`config.mk`:
```
export PLATFORM = sky130hd
export DESIGN_NAME = stereo_slot_port
export DESIGN_NICKNAME = d
export VERILOG_FILES = /design/src/rtl/spk_pkg.sv /design/src/rtl/spk_bitclk.sv /design/src/rtl/spk_framer.sv /design/src/rtl/spk_slotmap.sv /design/src/rtl/spk_tx.sv /design/src/rtl/spk_rx.sv /design/src/rtl/stereo_slot_port.sv
export SDC_FILE = /design/constraint.sdc
export NUM_CORES = 1
export LEC_CHECK = 0
export ABC_AREA = 0
export ABC_CLOCK_PERIOD_IN_PS = 3310
export BUFFER_PORTS_ARGS = -buffer_cell sky130_fd_sc_hd__clkbuf_2
export CAP_MARGIN = 15
export CORE_UTILIZATION = 45
export DETAILED_ROUTE_END_ITERATION = 8
export GPL_ROUTABILITY_DRIVEN = 0
export GPL_TIMING_DRIVEN = 0
export PLACE_DENSITY_LB_ADDON = 0.12
export SYNTH_ARGS = -nofsm -noshare
export SYNTH_HDL_FRONTEND = slang
export SYNTH_SLANG_ARGS = --single-unit
```
`constraint.sdc`:
```
create_clock -name clk -period 3.31 [get_ports clk]
set_input_delay 0.662 -clock clk [delete_from_list [all_inputs] [get_ports clk]]
set_output_delay 0.662 -clock clk [all_outputs]
set_load 0.005 [all_outputs]
```
`src/rtl/spk_pkg.sv`:
```
package spk_pkg;
  localparam int SLOT_FW   = 4;
  localparam int MAX_SLOTS = 4;

  typedef struct packed {
    logic               en;
    logic [SLOT_FW-1:0] slot;
  } chan_cfg_t;

  function automatic logic slot_hit(chan_cfg_t c, logic [SLOT_FW-1:0] s);
    return c.en && (c.slot == s);
  endfunction
endpackage

```
`src/rtl/spk_bitclk.sv`:
```
module spk_bitclk #(
  parameter int DIV_HALF = 4
) (
  input  logic clk,
  input  logic rst_n,
  input  logic en,
  output logic sck,
  output logic running,
  output logic start,
  output logic rise,
  output logic fall
);
  localparam int DW = (DIV_HALF > 1) ? $clog2(DIV_HALF) : 1;

  logic [DW-1:0] div_cnt;
  logic          tick;

  assign tick  = running && en && (div_cnt == DW'(DIV_HALF - 1));
  assign start = en && !running;
  assign rise  = tick && !sck;
  assign fall  = tick && sck;

  always_ff @(posedge clk or negedge rst_n) begin
    if (!rst_n) begin
      running <= 1'b0;
      sck     <= 1'b0;
      div_cnt <= '0;
    end else if (!en) begin
      running <= 1'b0;
      sck     <= 1'b0;
      div_cnt <= '0;
    end else if (!running) begin
      running <= 1'b1;
      div_cnt <= '0;
    end else if (tick) begin
      div_cnt <= '0;
      sck     <= ~sck;
    end else begin
      div_cnt <= div_cnt + 1'b1;
    end
  end

  AST_NO_EDGE_AT_START: assert property (@(posedge clk) disable iff (!rst_n)
    start |=> !sck) else $error("bit clock left idle level at frame start");
endmodule

```
`src/rtl/spk_framer.sv`:
```
module spk_framer #(
  parameter int WORD_W    = 16,
  parameter int MAX_SLOTS = 4,
  parameter int POS_W     = $clog2(WORD_W * MAX_SLOTS)
) (
  input  logic             clk,
  input  logic             rst_n,
  input  logic             en,
  input  logic             running,
  input  logic             start,
  input  logic             fall,
  input  logic             frame64,
  output logic [POS_W-1:0] pos,
  output logic [POS_W-1:0] nxt_pos,
  output logic             advance,
  output logic             last_bit,
  output logic             sync
);
  localparam int FRAME_MAX = WORD_W * MAX_SLOTS;

  logic [POS_W-1:0] last_p;
  logic [POS_W-1:0] half_p;

  assign last_p   = frame64 ? POS_W'(FRAME_MAX - 1) : POS_W'(FRAME_MAX / 2 - 1);
  assign half_p   = frame64 ? POS_W'(FRAME_MAX / 2) : POS_W'(FRAME_MAX / 4);
  assign advance  = start || fall;
  assign last_bit = (pos == last_p);
  assign nxt_pos  = (start || last_bit) ? '0 : pos + 1'b1;
  assign sync     = running && (pos < half_p);

  always_ff @(posedge clk or negedge rst_n) begin
    if (!rst_n)       pos <= '0;
    else if (!en)     pos <= '0;
    else if (advance) pos <= nxt_pos;
  end

  AST_POS_RANGE: assert property (@(posedge clk) disable iff (!rst_n)
    running |-> (pos <= last_p)) else $error("bit position past frame end");
endmodule

```
`src/rtl/spk_slotmap.sv`:
```
module spk_slotmap
  import spk_pkg::*;
#(
  parameter int SIDX_W = 2
) (
  input  logic [SIDX_W-1:0] sidx,
  input  chan_cfg_t         cfg_l,
  input  chan_cfg_t         cfg_r,
  input  chan_cfg_t         ctl0,
  input  chan_cfg_t         ctl1,
  output logic              sel_l,
  output logic              sel_r
);
  logic [SLOT_FW-1:0] s_ext;
  logic               claimed;

  assign s_ext   = SLOT_FW'(sidx);
  assign claimed = slot_hit(ctl0, s_ext) || slot_hit(ctl1, s_ext);
  assign sel_l   = !claimed && slot_hit(cfg_l, s_ext);
  assign sel_r   = !claimed && !sel_l && slot_hit(cfg_r, s_ext);
endmodule

```
`src/rtl/spk_tx.sv`:
```
module spk_tx #(
  parameter int WORD_W = 16,
  parameter int BIT_W  = $clog2(WORD_W)
) (
  input  logic              clk,
  input  logic              rst_n,
  input  logic              run,
  input  logic              advance,
  input  logic [BIT_W-1:0]  nxt_bit,
  input  logic              sel_l,
  input  logic              sel_r,
  input  logic              l_en,
  input  logic              r_en,
  input  logic              tx_valid,
  input  logic [WORD_W-1:0] tx_left,
  input  logic [WORD_W-1:0] tx_right,
  output logic              tx_ready,
  output logic              txd
);
  logic [WORD_W-1:0] hold_l, hold_r, sh;
  logic              full, taken_l, taken_r;
  logic              slot_start, taken_l_n, taken_r_n, done;

  assign slot_start = advance && (nxt_bit == '0);
  assign taken_l_n  = taken_l || (slot_start && sel_l && full);
  assign taken_r_n  = taken_r || (slot_start && sel_r && full);
  assign done       = full && advance && (taken_l_n || !l_en) && (taken_r_n || !r_en);
  assign tx_ready   = !full;
  assign txd        = sh[WORD_W-1];

  always_ff @(posedge clk or negedge rst_n) begin
    if (!rst_n) begin
      hold_l  <= '0;
      hold_r  <= '0;
      full    <= 1'b0;
      taken_l <= 1'b0;
      taken_r <= 1'b0;
    end else if (tx_valid && !full) begin
      hold_l  <= tx_left;
      hold_r  <= tx_right;
      full    <= 1'b1;
      taken_l <= 1'b0;
      taken_r <= 1'b0;
    end else if (done) begin
      full    <= 1'b0;
      taken_l <= 1'b0;
      taken_r <= 1'b0;
    end else begin
      taken_l <= taken_l_n;
      taken_r <= taken_r_n;
    end
  end

  always_ff @(posedge clk or negedge rst_n) begin
    if (!rst_n)          sh <= '0;
    else if (!run)       sh <= '0;
    else if (slot_start) sh <= sel_l ? hold_l : (sel_r ? hold_r : '0);
    else if (advance)    sh <= {sh[WORD_W-2:0], 1'b0};
  end

  AST_NO_OVERWRITE: assert property (@(posedge clk) disable iff (!rst_n)
    (tx_valid && full) |=> ($stable(hold_l) && $stable(hold_r))) else $error("holding pair overwritten");
  AST_SILENT_SLOT: assert property (@(posedge clk) disable iff (!rst_n)
    (run && slot_start && !sel_l && !sel_r) |=> !txd) else $error("unowned slot not silent");
endmodule

```
`src/rtl/spk_rx.sv`:
```
module spk_rx #(
  parameter int WORD_W = 16,
  parameter int BIT_W  = $clog2(WORD_W)
) (
  input  logic              clk,
  input  logic              rst_n,
  input  logic              rise,
  input  logic [BIT_W-1:0]  bit_in_slot,
  input  logic              last_bit,
  input  logic              sel_l,
  input  logic              sel_r,
  input  logic              any_en,
  input  logic              rxd,
  input  logic              rx_ready,
  output logic              rx_valid,
  output logic [WORD_W-1:0] rx_left,
  output logic [WORD_W-1:0] rx_right,
  output logic              overrun
);
  logic [WORD_W-1:0] sh, cap_l, cap_r, word_n, cap_l_n, cap_r_n;
  logic              slot_end, frame_end;

  assign word_n    = {sh[WORD_W-2:0], rxd};
  assign slot_end  = rise && (bit_in_slot == '1);
  assign cap_l_n   = (slot_end && sel_l) ? word_n : cap_l;
  assign cap_r_n   = (slot_end && sel_r) ? word_n : cap_r;
  assign frame_end = rise && last_bit && any_en;

  always_ff @(posedge clk or negedge rst_n) begin
    if (!rst_n) begin
      sh    <= '0;
      cap_l <= '0;
      cap_r <= '0;
    end else begin
      if (rise) sh <= word_n;
      cap_l <= cap_l_n;
      cap_r <= cap_r_n;
    end
  end

  always_ff @(posedge clk or negedge rst_n) begin
    if (!rst_n) begin
      rx_valid <= 1'b0;
      rx_left  <= '0;
      rx_right <= '0;
      overrun  <= 1'b0;
    end else if (frame_end) begin
      rx_valid <= 1'b1;
      rx_left  <= cap_l_n;
      rx_right <= cap_r_n;
      if (rx_valid && !rx_ready) overrun <= 1'b1;
    end else if (rx_ready) begin
      rx_valid <= 1'b0;
    end
  end

  AST_RXV_HOLD: assert property (@(posedge clk) disable iff (!rst_n)
    (rx_valid && !rx_ready) |=> rx_valid) else $error("received pair dropped");
  AST_OVR_SET: assert property (@(posedge clk) disable iff (!rst_n)
    (frame_end && rx_valid && !rx_ready) |=> overrun) else $error("overrun missed");
  AST_OVR_STICKY: assert property (@(posedge clk) disable iff (!rst_n)
    overrun |=> overrun) else $error("overrun cleared");
endmodule

```
`src/rtl/stereo_slot_port.sv`:
```
module stereo_slot_port
  import spk_pkg::*;
#(
  parameter int WORD_W   = 16,
  parameter int DIV_HALF = 4
) (
  input  logic               clk,
  input  logic               rst_n,
  input  logic               en,
  input  logic               frame64,
  input  logic               tx_l_en,
  input  logic [SLOT_FW-1:0] tx_l_slot,
  input  logic               tx_r_en,
  input  logic [SLOT_FW-1:0] tx_r_slot,
  input  logic               rx_l_en,
  input  logic [SLOT_FW-1:0] rx_l_slot,
  input  logic               rx_r_en,
  input  logic [SLOT_FW-1:0] rx_r_slot,
  input  logic               ctl0_en,
  input  logic [SLOT_FW-1:0] ctl0_slot,
  input  logic               ctl1_en,
  input  logic [SLOT_FW-1:0] ctl1_slot,
  input  logic               tx_valid,
  output logic               tx_ready,
  input  logic [WORD_W-1:0]  tx_left,
  input  logic [WORD_W-1:0]  tx_right,
  output logic               rx_valid,
  input  logic               rx_ready,
  output logic [WORD_W-1:0]  rx_left,
  output logic [WORD_W-1:0]  rx_right,
  output logic               overrun,
  output logic               sck,
  output logic               sync,
  output logic               txd,
  input  logic               rxd
);
  localparam int FRAME_MAX = WORD_W * MAX_SLOTS;
  localparam int POS_W     = $clog2(FRAME_MAX);
  localparam int BIT_W     = $clog2(WORD_W);
  localparam int SIDX_W    = POS_W - BIT_W;

  chan_cfg_t        c_txl, c_txr, c_rxl, c_rxr, c_ctl0, c_ctl1;
  logic             running, start, rise, fall, advance, last_bit;
  logic [POS_W-1:0] pos, nxt_pos;
  logic             tsel_l, tsel_r, rsel_l, rsel_r;

  assign c_txl  = '{en: tx_l_en, slot: tx_l_slot};
  assign c_txr  = '{en: tx_r_en, slot: tx_r_slot};
  assign c_rxl  = '{en: rx_l_en, slot: rx_l_slot};
  assign c_rxr  = '{en: rx_r_en, slot: rx_r_slot};
  assign c_ctl0 = '{en: ctl0_en, slot: ctl0_slot};
  assign c_ctl1 = '{en: ctl1_en, slot: ctl1_slot};

  spk_bitclk #(.DIV_HALF(DIV_HALF)) u_clk (
    .clk(clk), .rst_n(rst_n), .en(en), .sck(sck), .running(running),
    .start(start), .rise(rise), .fall(fall));

  spk_framer #(.WORD_W(WORD_W), .MAX_SLOTS(MAX_SLOTS), .POS_W(POS_W)) u_frm (
    .clk(clk), .rst_n(rst_n), .en(en), .running(running), .start(start),
    .fall(fall), .frame64(frame64), .pos(pos), .nxt_pos(nxt_pos),
    .advance(advance), .last_bit(last_bit), .sync(sync));

  spk_slotmap #(.SIDX_W(SIDX_W)) u_tmap (
    .sidx(nxt_pos[POS_W-1:BIT_W]), .cfg_l(c_txl), .cfg_r(c_txr),
    .ctl0(c_ctl0), .ctl1(c_ctl1), .sel_l(tsel_l), .sel_r(tsel_r));

  spk_slotmap #(.SIDX_W(SIDX_W)) u_rmap (
    .sidx(pos[POS_W-1:BIT_W]), .cfg_l(c_rxl), .cfg_r(c_rxr),
    .ctl0(c_ctl0), .ctl1(c_ctl1), .sel_l(rsel_l), .sel_r(rsel_r));

  spk_tx #(.WORD_W(WORD_W), .BIT_W(BIT_W)) u_tx (
    .clk(clk), .rst_n(rst_n), .run(en), .advance(advance),
    .nxt_bit(nxt_pos[BIT_W-1:0]), .sel_l(tsel_l), .sel_r(tsel_r),
    .l_en(tx_l_en), .r_en(tx_r_en), .tx_valid(tx_valid),
    .tx_left(tx_left), .tx_right(tx_right), .tx_ready(tx_ready), .txd(txd));

  spk_rx #(.WORD_W(WORD_W), .BIT_W(BIT_W)) u_rx (
    .clk(clk), .rst_n(rst_n), .rise(rise), .bit_in_slot(pos[BIT_W-1:0]),
    .last_bit(last_bit), .sel_l(rsel_l), .sel_r(rsel_r),
    .any_en(rx_l_en || rx_r_en), .rxd(rxd), .rx_ready(rx_ready),
    .rx_valid(rx_valid), .rx_left(rx_left), .rx_right(rx_right),
    .overrun(overrun));

  AST_IDLE_LINES: assert property (@(posedge clk) disable iff (!rst_n)
    !en |=> (!sck && !sync && !txd)) else $error("lines active while stopped");
  AST_TXD_HOLD: assert property (@(posedge clk) disable iff (!rst_n)
    (en && !advance) |=> $stable(txd)) else $error("txd moved off a falling edge");
  AST_SYNC_START: assert property (@(posedge clk) disable iff (!rst_n)
    start |=> sync) else $error("sync low at first bit");
endmodule

```
==> results.sh <==
export IMPL_routed_wl_um=12280
export IMPL_dp_slack_ns=0.1833
export IMPL_cts_hold_buffers=0
export IMPL_finalSetupViolations=0
export IMPL_status="finished, final reports clean"
export IMPL_slew_headroom=0.4637
export IMPL_fin_crit_ns=2.867
export IMPL_ys_async_sr_fraction=1.000
export IMPL_synth_edf_count=0
export IMPL_dp_cells=722
export IMPL_antenna_left=0
export IMPL_fmax_mhz=348.8
export IMPL_ys_types=54
export IMPL_worstSetupPathType="reg -> reg"
export IMPL_synth_flop_cell="dfrtp_1"
export IMPL_powerDensity_mw_per_mm2=530.7
export IMPL_synthToLayoutAreaGrowth_pct=21.56
export IMPL_worst_slew_pin_slew_ns=0.7983
export IMPL_cp_required_ns=3.60
export IMPL_core_area_mm2=0.01330
export IMPL_grt_usage=0.1936
export IMPL_peakVddDrop_v=0.0003817
export IMPL_grt_overflow=0
export IMPL_hold_class="in -> async"
export IMPL_cts_resized=0
export IMPL_yosysWarnings=0
export IMPL_syn_area_mm2=0.006176
export IMPL_grt_pass1_vias=4173
export IMPL_fin_nets=637
export IMPL_dp_hpwl_um=8618
export IMPL_die_area_mm2=0.01420
export IMPL_viasPerCell=5.282
export IMPL_ios=107
export IMPL_port_buffers=106
export IMPL_grt_pass1_wl_um=21010
export IMPL_drive_above_1_share=0.4550
export IMPL_cts_tree="yes"
export IMPL_insertion_delay_ns=0.41
export IMPL_cts_sinks=142
export IMPL_vias=3983
export IMPL_cts_setup_buffers=0
export IMPL_start_kind="register"
export IMPL_grt_start_max_net_pins=73
export IMPL_maxSlewViolCount=0
export IMPL_rows=42
export IMPL_die_height_um=119.2
export IMPL_fin_cells=754
export IMPL_fin_ws_ns=0.4429
export IMPL_postSynthCellCount=439
export IMPL_clockBufferDepth=2
export IMPL_synth_seq_area_share=0.5754
export IMPL_path_clk_slew_ns=0.05
export IMPL_cts_root_buf="clkbuf_16"
export IMPL_wl_per_cell_um=16.29
export IMPL_tritoncts_num_buffers=17
export IMPL_startpoint="u_clk.div_cnt[0]"
export IMPL_die_w_um=119.2
export IMPL_synth_fp_nets=511
export IMPL_critPathCaptureType="register"
export IMPL_diodes=0
export IMPL_crit_fanout=10
export IMPL_finalHoldViolations=0
export IMPL_rsz0062_at_grt="no"
export IMPL_skew_ns=0.006597
export IMPL_crit_arrival_ns=3.16
export IMPL_r2r_start="u_clk.div_cnt[0]"
export IMPL_htreeDepth=4
export IMPL_remaining_drc_errors=0
export IMPL_p_leak_nw=3.769
export IMPL_syn_avg_cell_area_um2=14.07
export IMPL_period_share=0.8662
export IMPL_drtIter0Drc=187
export IMPL_cap_violations=0
export IMPL_firstDrtPassIters=4
export IMPL_antenna_found_initial=0
export IMPL_initial_core_util=0.4645
export IMPL_ys_ff_latch=142
[worst paths after layout]
check,to,slack (ns),cells after the start
max in group asynchronous,u_frm.pos[1],2.32,2
worst min-delay path,u_frm.pos[4],0.25,1
min in group clk,u_tx.hold_r[0],0.45,3
worst min register to register,u_clk.div_cnt[0],0.45,1
worst max-delay path,u_rx.rx_right[4],0.44,8
worst max register to register,u_rx.rx_right[4],0.44,8
[cells in the final DEF (no fill, tap or decap), types with 10 or more instances in the layout]
| master | n |
|---|---|
| clkbuf_16 | 17 |
| nand2_1 | 12 |
| mux2_4 | 10 |
| a22o_1 | 18 |
| clkbuf_1 | 12 |
| nor2_1 | 10 |
| clkbuf_2 | 105 |
| a221o_1 | 15 |
| dfrtp_1 | 142 |
| nand3_1 | 11 |
| xnor2_1 | 14 |
| mux2_2 | 94 |
[layout make-up]
type                            instances  area [um2]
Timing Repair Buffer                  107       566.8
Clock buffer                           28       516.7
Tap cell                              176       220.2
Multi-Input combinational cell        267        2469
Clock inverter                          4       27.53
Inverter                                9       33.78
Sequential cell                       142        3553
Buffer                                 21       120.1
Fill cell                            1124        5788
[through the flow]
step | power, W | setup TNS (ns) | instance area, um2 | util | hold slack [ns]
after detailed placement | 0.002294 | 0 | 6963 | 0.5237 | 0.4465
after global placement | 0.002269 | -104.35 | 6927 | 0.5210 | 0.4334
after global routing | 0.004156 | 0 | 7507 | 0.5647 | 0.2769
after CTS | 0.004038 | 0 | 7507 | 0.5647 | 0.2680
final | 0.003984 | 0 | 7507 | 0.5647 | 0.2481
after floorplan | 0.002146 | 0 | 6176 | - | 0.3664
[logic make-up (layout without fill, tap and decap cells)]
group | after synthesis | in the layout | synth area share
buffers and inverters | 30 | 169 | 0.02492
and+or+nand+nor | 68 | 68 | 0.06524
muxes | 110 | 110 | 0.2066
AOI/OAI and AO/OA | 66 | 66 | 0.09340
adders and majority gates | 3 | 3 | 0.006078
xor gates and xnor gates | 20 | 20 | 0.02836
DFF | 142 | 142 | 0.5754
[layer usage]
| layer | global-route usage | routed length, um |
|---|---|---|
| met5 | 0 | 0 |
| met4 | 0.08070 | 161 |
| met3 | 0.04885 | 559 |
| met2 | 0.2932 | 5687 |
| met1 | 0.2648 | 5875 |
[worst max-delay path, stage by stage, from the launching register on]
cell      delay, ns
dfrtp_1        0.35
ha_1           0.14
buf_2          0.19
nand4b_4       0.20
nand4b_1       0.28
nor3_2         0.54
buf_2          0.40
mux2_2         0.38
mux2_2         0.26
[synthesized netlist by cell type, types with 4 or more instances]
master | count | share of area
dfrtp_1 | 142 | 0.58
mux2_2 | 94 | 0.17
a22o_1 | 18 | 0.026
a221o_1 | 15 | 0.024
xnor2_1 | 14 | 0.020
nand2_1 | 12 | 0.0073
nand3_1 | 11 | 0.0089
mux2_4 | 10 | 0.024
nor2_1 | 10 | 0.0061
buf_2 | 9 | 0.0073
inv_1 | 9 | 0.0055
nor3_1 | 9 | 0.0073
a21oi_1 | 8 | 0.0065
clkbuf_1 | 6 | 0.0036
mux2_1 | 6 | 0.011
xor2_1 | 6 | 0.0085
o21ai_0 | 5 | 0.0041
buf_6 | 4 | 0.0073
[power breakdown]
part / internal (W) / switching [W] / leakage, nW
sequential: 0.00188 / 0.0000792 / 1.91
clock: 0.00106 / 0.000669 / 0.269
combinational: 0.000162 / 0.000132 / 1.59
[flip-flops by register name, summed over array words and instances (netlist names), 2 cells and up]
signal and count:
u_rx.rx_left 16, u_rx.rx_right 16, u_rx.cap_l 16, u_frm.pos 6, u_clk.div_cnt 2, u_rx.cap_r 16
u_rx.sh 15, u_tx.hold_l 16, u_tx.hold_r 16, u_tx.sh 16
No activity file was read; power rests on OpenSTA's default activity.
